[src/rtl/attr_pkg.sv]
package attr_pkg;
  typedef enum logic [3:0] {
    A_CTRL      = 4'd0,
    A_BLK_START = 4'd1,
    A_BLK_END   = 4'd2,
    A_BLK_X     = 4'd3,
    A_BLK_DATA  = 4'd4,
    A_REV_START = 4'd5,
    A_REV_END   = 4'd6,
    A_REV_X     = 4'd7,
    A_REV_DATA  = 4'd8
  } reg_addr_e;

  localparam int CTRL_BLINK_BIT = 0;
  localparam int CTRL_REV_BIT   = 1;
  localparam int CTRL_GRAY4_BIT = 2;
  localparam int CTRL_W         = 3;

  localparam int CH_BLINK = 0;
  localparam int CH_REV   = 1;
  localparam int NUM_CH   = 2;
endpackage

[src/rtl/attr_channel.sv]
// One attribute area: inclusive line range plus a per-column mask.
module attr_channel #(
  parameter int LINE_W = 7,
  parameter int BYTES  = 16,
  localparam int XW    = $clog2(BYTES),
  localparam int SEG_W = XW + 3
) (
  input  logic              clk,
  input  logic              rst_n,
  input  logic              wr_start,
  input  logic              wr_end,
  input  logic              wr_x,
  input  logic              wr_mask,
  input  logic [7:0]        wdata,
  input  logic [LINE_W-1:0] line,
  input  logic [SEG_W-1:0]  seg,
  output logic              hit
);
  logic [LINE_W-1:0] start_q, start_d;
  logic [LINE_W-1:0] end_q, end_d;
  logic [XW-1:0]     x_q, x_d;
  logic [7:0]        mask_q [BYTES];
  logic [7:0]        mask_d [BYTES];

  always_comb begin
    start_d = wr_start ? wdata[LINE_W-1:0] : start_q;
    end_d   = wr_end   ? wdata[LINE_W-1:0] : end_q;
    mask_d  = mask_q;
    x_d     = x_q;
    if (wr_x) begin
      x_d = wdata[XW-1:0];
    end else if (wr_mask) begin
      mask_d[x_q] = wdata;
      x_d = (x_q == XW'(BYTES - 1)) ? '0 : x_q + 1'b1;
    end
  end

  always_ff @(posedge clk or negedge rst_n) begin
    if (!rst_n) begin
      start_q <= '0;
      end_q   <= '0;
      x_q     <= '0;
      for (int i = 0; i < BYTES; i++) mask_q[i] <= '0;
    end else begin
      start_q <= start_d;
      end_q   <= end_d;
      x_q     <= x_d;
      mask_q  <= mask_d;
    end
  end

  logic in_range;
  assign in_range = (line >= start_q) && (line <= end_q);
  assign hit      = in_range && mask_q[seg[SEG_W-1:3]][seg[2:0]];
endmodule

[src/rtl/blink_timer.sv]
// Divides the frame tick into a slow on/off phase.
module blink_timer #(
  parameter int HALF_PERIOD = 60,
  localparam int CW = (HALF_PERIOD > 1) ? $clog2(HALF_PERIOD) : 1
) (
  input  logic clk,
  input  logic rst_n,
  input  logic tick,
  output logic phase
);
  logic [CW-1:0] cnt_q, cnt_d;
  logic          phase_q, phase_d;
  logic          wrap;

  assign wrap = (cnt_q == CW'(HALF_PERIOD - 1));

  always_comb begin
    cnt_d   = cnt_q;
    phase_d = phase_q;
    if (tick) begin
      cnt_d   = wrap ? '0 : cnt_q + 1'b1;
      phase_d = wrap ? ~phase_q : phase_q;
    end
  end

  always_ff @(posedge clk or negedge rst_n) begin
    if (!rst_n) begin
      cnt_q   <= '0;
      phase_q <= 1'b0;
    end else begin
      cnt_q   <= cnt_d;
      phase_q <= phase_d;
    end
  end

  assign phase = phase_q;
endmodule

[src/rtl/level_mod.sv]
// Applies reverse first, then blink blanking, to one pixel level.
module level_mod (
  input  logic       gray4,
  input  logic       rev_on,
  input  logic       blank_on,
  input  logic [1:0] lvl_in,
  output logic [1:0] lvl_out
);
  logic [1:0] base, inv, rv;
  always_comb begin
    base    = gray4 ? lvl_in : {1'b0, lvl_in[0]};
    inv     = gray4 ? ~base  : {1'b0, ~base[0]};
    rv      = rev_on ? inv : base;
    lvl_out = blank_on ? 2'b00 : rv;
  end
endmodule

[src/rtl/disp_attr_overlay.sv]
module disp_attr_overlay #(
  parameter int LINE_W      = 7,
  parameter int MASK_BYTES  = 16,
  parameter int HALF_PERIOD = 60,
  localparam int SEG_W      = $clog2(MASK_BYTES) + 3
) (
  input  logic              clk,
  input  logic              rst_n,
  input  logic              wr_en,
  input  logic [3:0]        wr_addr,
  input  logic [7:0]        wr_data,
  input  logic              tick,
  input  logic              px_valid,
  input  logic [LINE_W-1:0] px_line,
  input  logic [SEG_W-1:0]  px_seg,
  input  logic [1:0]        px_level,
  output logic              out_valid,
  output logic [1:0]        out_level,
  output logic              blink_phase
);
  import attr_pkg::*;

  logic [CTRL_W-1:0] ctrl_q, ctrl_d;
  logic [NUM_CH-1:0] sel_start, sel_end, sel_x, sel_mask, ch_hit;

  always_comb begin
    ctrl_d    = ctrl_q;
    sel_start = '0;
    sel_end   = '0;
    sel_x     = '0;
    sel_mask  = '0;
    if (wr_en) begin
      case (wr_addr)
        A_CTRL:      ctrl_d = wr_data[CTRL_W-1:0];
        A_BLK_START: sel_start[CH_BLINK] = 1'b1;
        A_BLK_END:   sel_end[CH_BLINK]   = 1'b1;
        A_BLK_X:     sel_x[CH_BLINK]     = 1'b1;
        A_BLK_DATA:  sel_mask[CH_BLINK]  = 1'b1;
        A_REV_START: sel_start[CH_REV]   = 1'b1;
        A_REV_END:   sel_end[CH_REV]     = 1'b1;
        A_REV_X:     sel_x[CH_REV]       = 1'b1;
        A_REV_DATA:  sel_mask[CH_REV]    = 1'b1;
        default: ;
      endcase
    end
  end

  always_ff @(posedge clk or negedge rst_n) begin
    if (!rst_n) ctrl_q <= '0;
    else        ctrl_q <= ctrl_d;
  end

  for (genvar c = 0; c < NUM_CH; c++) begin : g_ch
    attr_channel #(.LINE_W(LINE_W), .BYTES(MASK_BYTES)) u_ch (
      .clk(clk), .rst_n(rst_n),
      .wr_start(sel_start[c]), .wr_end(sel_end[c]),
      .wr_x(sel_x[c]), .wr_mask(sel_mask[c]),
      .wdata(wr_data), .line(px_line), .seg(px_seg),
      .hit(ch_hit[c])
    );
  end

  blink_timer #(.HALF_PERIOD(HALF_PERIOD)) u_timer (
    .clk(clk), .rst_n(rst_n), .tick(tick), .phase(blink_phase)
  );

  logic       rev_on, blank_on;
  logic [1:0] lvl_mod;
  assign rev_on   = ctrl_q[CTRL_REV_BIT] & ch_hit[CH_REV];
  assign blank_on = ctrl_q[CTRL_BLINK_BIT] & ch_hit[CH_BLINK] & blink_phase;

  level_mod u_mod (
    .gray4(ctrl_q[CTRL_GRAY4_BIT]), .rev_on(rev_on), .blank_on(blank_on),
    .lvl_in(px_level), .lvl_out(lvl_mod)
  );

  logic [1:0] lvl_q, lvl_d;
  logic       vld_q;
  assign lvl_d = px_valid ? lvl_mod : lvl_q;

  always_ff @(posedge clk or negedge rst_n) begin
    if (!rst_n) begin
      vld_q <= 1'b0;
      lvl_q <= '0;
    end else begin
      vld_q <= px_valid;
      lvl_q <= lvl_d;
    end
  end

  assign out_valid = vld_q;
  assign out_level = lvl_q;
endmodule

[config.mk]
export PLATFORM = sky130hd
export DESIGN_NAME = disp_attr_overlay
export DESIGN_NICKNAME = d
export VERILOG_FILES = /design/src/rtl/attr_pkg.sv /design/src/rtl/attr_channel.sv /design/src/rtl/blink_timer.sv /design/src/rtl/level_mod.sv /design/src/rtl/disp_attr_overlay.sv
export SDC_FILE = /design/constraint.sdc
export NUM_CORES = 1
export LEC_CHECK = 0
export ABC_AREA = 1
export CAP_MARGIN = 0
export CORE_AREA = 2 2 199 201
export DETAILED_ROUTE_END_ITERATION = 10
export DIE_AREA = 0 0 201 203
export SYNTH_ARGS = -nofsm -noshare
export SYNTH_HDL_FRONTEND = slang
export SYNTH_SLANG_ARGS = --single-unit
export TNS_END_PERCENT = 1
[constraint.sdc]
create_clock -name clk -period 1.8 [get_ports clk]
set_clock_uncertainty 0.15 [all_clocks]
set_input_delay 0.27 -clock clk [delete_from_list [all_inputs] [get_ports clk]]
set_output_delay 0.27 -clock clk [all_outputs]
set_load 0.03 [all_outputs]
==> impl_metrics.ini <==
[worst_setup_path]
crit_type = reg2reg
rr_worst_depth = 13
rr_startpoint = g_ch[1].u_ch.start_q[1]$_DFFE_PN0P_
arrival_ns = 2.21
slowest_stage = dfrtp_1
end_kind = flop
cp_max_fo = 3
critPathBufInv = 1
start_kind = flop
cp_cell_sequence = inv_2, ha_4, nand2_4, o21ai_2, nand4_1, o311ai_1, nand2_1, nor2_4, nand3_2, nand2_1, nand2_1, nand2_1, nand2_1
reg2reg_slack_ns = -0.12
path_common_cell = nand2_1
critPathRequiredTime_ns = 2.09
slowest_delay_ns = 0.36
crit_family = simple AND/OR/NAND/NOR gates
r2r-end = out_level[0]$_DFFE_PN0P_

[timing]
finalWorstSetupSlack_ns = -0.118
hold_violations = 0
hold_ws_ns = 0.0956
rsz0062_at_grt = yes
fmax_ghz = 0.521
period_share_pct = 107
setup_viol = 2
tightest_slew_ns = 0.478
relSlewSlack_pct = 67.9
period_minus_slack_ns = 1.92
slew_viol_final = 0

[logic_synthesis]
yosys.cell_types.count = 38
syn-cell-area_mm2 = 0.0153
yosysTopAreaCellShare_pct = 50.0
syn_area_per_cell_um2 = 7.66
syn_inst = 1993
syn-num-nets = 2063
synthTopCellsByArea = dfrtp_1 (50%), nand2_1 (17%), o21ai_0 (9.4%)
yosysTopAreaCell = dfrtp_1
ys_warn_count = 0
synth-seq-cells = 305
yosysSeqAreaShare_pct = 50.0

[cts]
numCtsBuffers = 37
path_clk_slew_ns = 0.06
clock_latency_ns = 0.55
cts.sinks = 305
cts_root_buf = clkbuf_16
cts_max_path_buffers = 3
cts_tree = built
ctsHtreeMaxLevel = 2

[hold_path]
hold_depth = 1
hp-class = in2reg
min_to = out_valid$_DFF_PN0_
hold_start = px_valid

[power_and_ir_drop]
power_leakage_nw = 8.91
p_int_w = 0.0134
p_sw_w = 0.00539
pwr-share-comb_pct = 17.1
switching_share_pct = 28.6
ir_worst_vdd_uv = 666
clkPwrFrac_pct = 39.0
p_total_w = 0.0188
p_seq_share_pct = 43.9
power_density_mw_per_mm2 = 1010

[drt]
vias = 13000
viasPerCell = 4.92
dr.pass1.iters = 5
wl_per_cell_um = 15.8
ant_nets = 0
drc_errors = 0
route.met2.wl_um = 19000
wl_met3_um = 1750
totalWireLength_um = 41600
drt_iter0_markers = 867
met1_length_um = 19500
top_layer = met4

[run_status]
status = finished with violations
violations = negative setup slack

[die]
die_area_mm2 = 0.0408
start_util_pct = 39.7
core_area_mm2 = 0.0385
num_rows = 72
io_pins = 37
fp.dieH_um = 203
die_w_um = 201

[run]
max_cap_violations = 0

[global_route]
grt_max_degree = 52
overflow = 0
grt_pass1_vias = 12800
track_usage_pct = 21.1
grt_antenna_before_repair = 0
grt_pass1_wl_um = 68600

[layout]
fillers = 3758
final_util_pct = 48.3
synthToLayoutAreaGrowth_pct = 21.7
nets = 2159
drive_gt1_share_pct = 12.0
num_antenna_cells = 0
postLayoutCellArea_mm2 = 0.0186
final_cells = 2632
multi_input_area_mm2 = 0.00640
seqCellArea_mm2 = 0.00763

[place]
gp_congestion = 0.874
place_area_mm2 = 0.0173
port-buffer-count = 36
hpwl_um = 27400
dp.cells = 2566
worst max path at each step:
| stage | startpoint | to | slack, ns | cells after the start |
|---|---|---|---|---|
| 2_1_floorplan | px_seg[5] | out_level[1]$_DFFE_PN0P_ | 0.03 | 14 |
| 3_3_place_gp | px_line[2] | out_level[0]$_DFFE_PN0P_ | -0.61 | 14 |
| 3_5_place_dp | px_line[2] | out_level[0]$_DFFE_PN0P_ | -0.64 | 13 |
| 4_1_cts | g_ch[1].u_ch.mask_q[28]$_DFFE_PN0P_ | out_level[0]$_DFFE_PN0P_ | -0.13 | 14 |
| 5_1_grt | g_ch[1].u_ch.start_q[2]$_DFFE_PN0P_ | out_level[0]$_DFFE_PN0P_ | -0.26 | 13 |
| 6_report | g_ch[1].u_ch.start_q[1]$_DFFE_PN0P_ | out_level[0]$_DFFE_PN0P_ | -0.12 | 13 |
stage by stage:
stage	TNS (ns)	setup WS [ns]
after CTS	-0.269	-0.130
after global placement	-116.16	-0.605
after global routing	-0.478	-0.256
final	-0.184	-0.118
after detailed placement	-123.07	-0.643
after floorplan	0	0.0257
worst register-to-register path: cells and delay by family, from the launching register on:
family / cells / cell delay, ns
buf+inv: 1 / 0.06
flops: 1 / 0.36
simple gates: 9 / 0.77
compound gates: 2 / 0.21
fa+ha+maj: 1 / 0.27
cells in the mapped netlist, drive strengths merged:
cell	n
nand4	9
nand2	685
a21o	1
o311ai	3
nand3	221
xnor2	1
ha	37
o211ai	3
nor2	28
o221ai	3
clkinv	1
o21ai	293
o21a	4
nor4	1
buf	50
o31ai	1
a21oi	14
inv	224
a22oi	1
clkbuf	65
a31oi	1
dfrtp	305
nor3b	2
nor3	10
or2	27
xor2	3
placed cells by master, fill, tap and decap left out, types with 11 or more instances in the layout:
master / n
ha_1: 34
nor2_1: 20
clkinv_2: 11
buf_4: 97
buf_12: 39
dfrtp_1: 305
o21ai_0: 283
nand2_1: 679
nand3_1: 214
clkdlybuf4s50_1: 26
inv_1: 214
or2_2: 18
clkbuf_16: 37
a21oi_1: 13
timing repair:
action / CTS / global route
pin swaps: 0 / 14
endpoints found under the setup margin: 7 / 172
hold buffers: 1 / 0
setup buffers: 0 / 1
gates resized for setup: 8 / 27
endpoints found under the hold margin: 305 / 0
cells by family (layout without fill, tap and decap cells):
family	after synthesis	count (layout)	share of synthesized area, %
AOI/OAI and AO/OA	324	324	10.9
and+or+nand+nor	983	983	27.0
DFF	305	305	50.0
xor gates and xnor gates	4	4	0.229
buffers and inverters	340	461	8.80
adders and majority gates	37	37	3.03
per-layer routing:
layer | global-route usage [%] | vias up
met3 | 3.52 | 88
li1 | - | 6529
met4 | 8.10 | 0
met1 | 28.7 | 6105
met2 | 34.0 | 229
met5 | 0 | -
flip-flops by register name, summed over array words and instances, names as in the netlist:
signal / cells
g_ch.u_ch.mask_q: 256
g_ch.u_ch.end_q: 14
g_ch.u_ch.start_q: 14
g_ch.u_ch.x_q: 8
u_timer.cnt_q: 6
ctrl_q: 3
out_level: 2
out_valid: 1
u_timer.phase: 1
power by group through the flow:
stage	registers [W]	logic, W	clock network (W)
6_report	0.00827	0.00322	0.00733
5_1_grt	0.00839	0.00371	0.00777
3_3_place_gp	0.00834	0.00308	0
4_1_cts	0.00826	0.00318	0.00751
2_1_floorplan	0.00825	0.00201	0
3_5_place_dp	0.00837	0.00317	0
cell type report:
class / count / share of cell area, %
well taps: 518 / 3.49
flip-flops and latches: 305 / 41.1
clock buffers: 49 / 5.66
inverters: 225 / 4.55
clock inverters: 15 / 0.727
repair buffers: 172 / 10.1
multi-input cells: 1348 / 34.4
No activity file was read; power rests on OpenSTA's default activity.
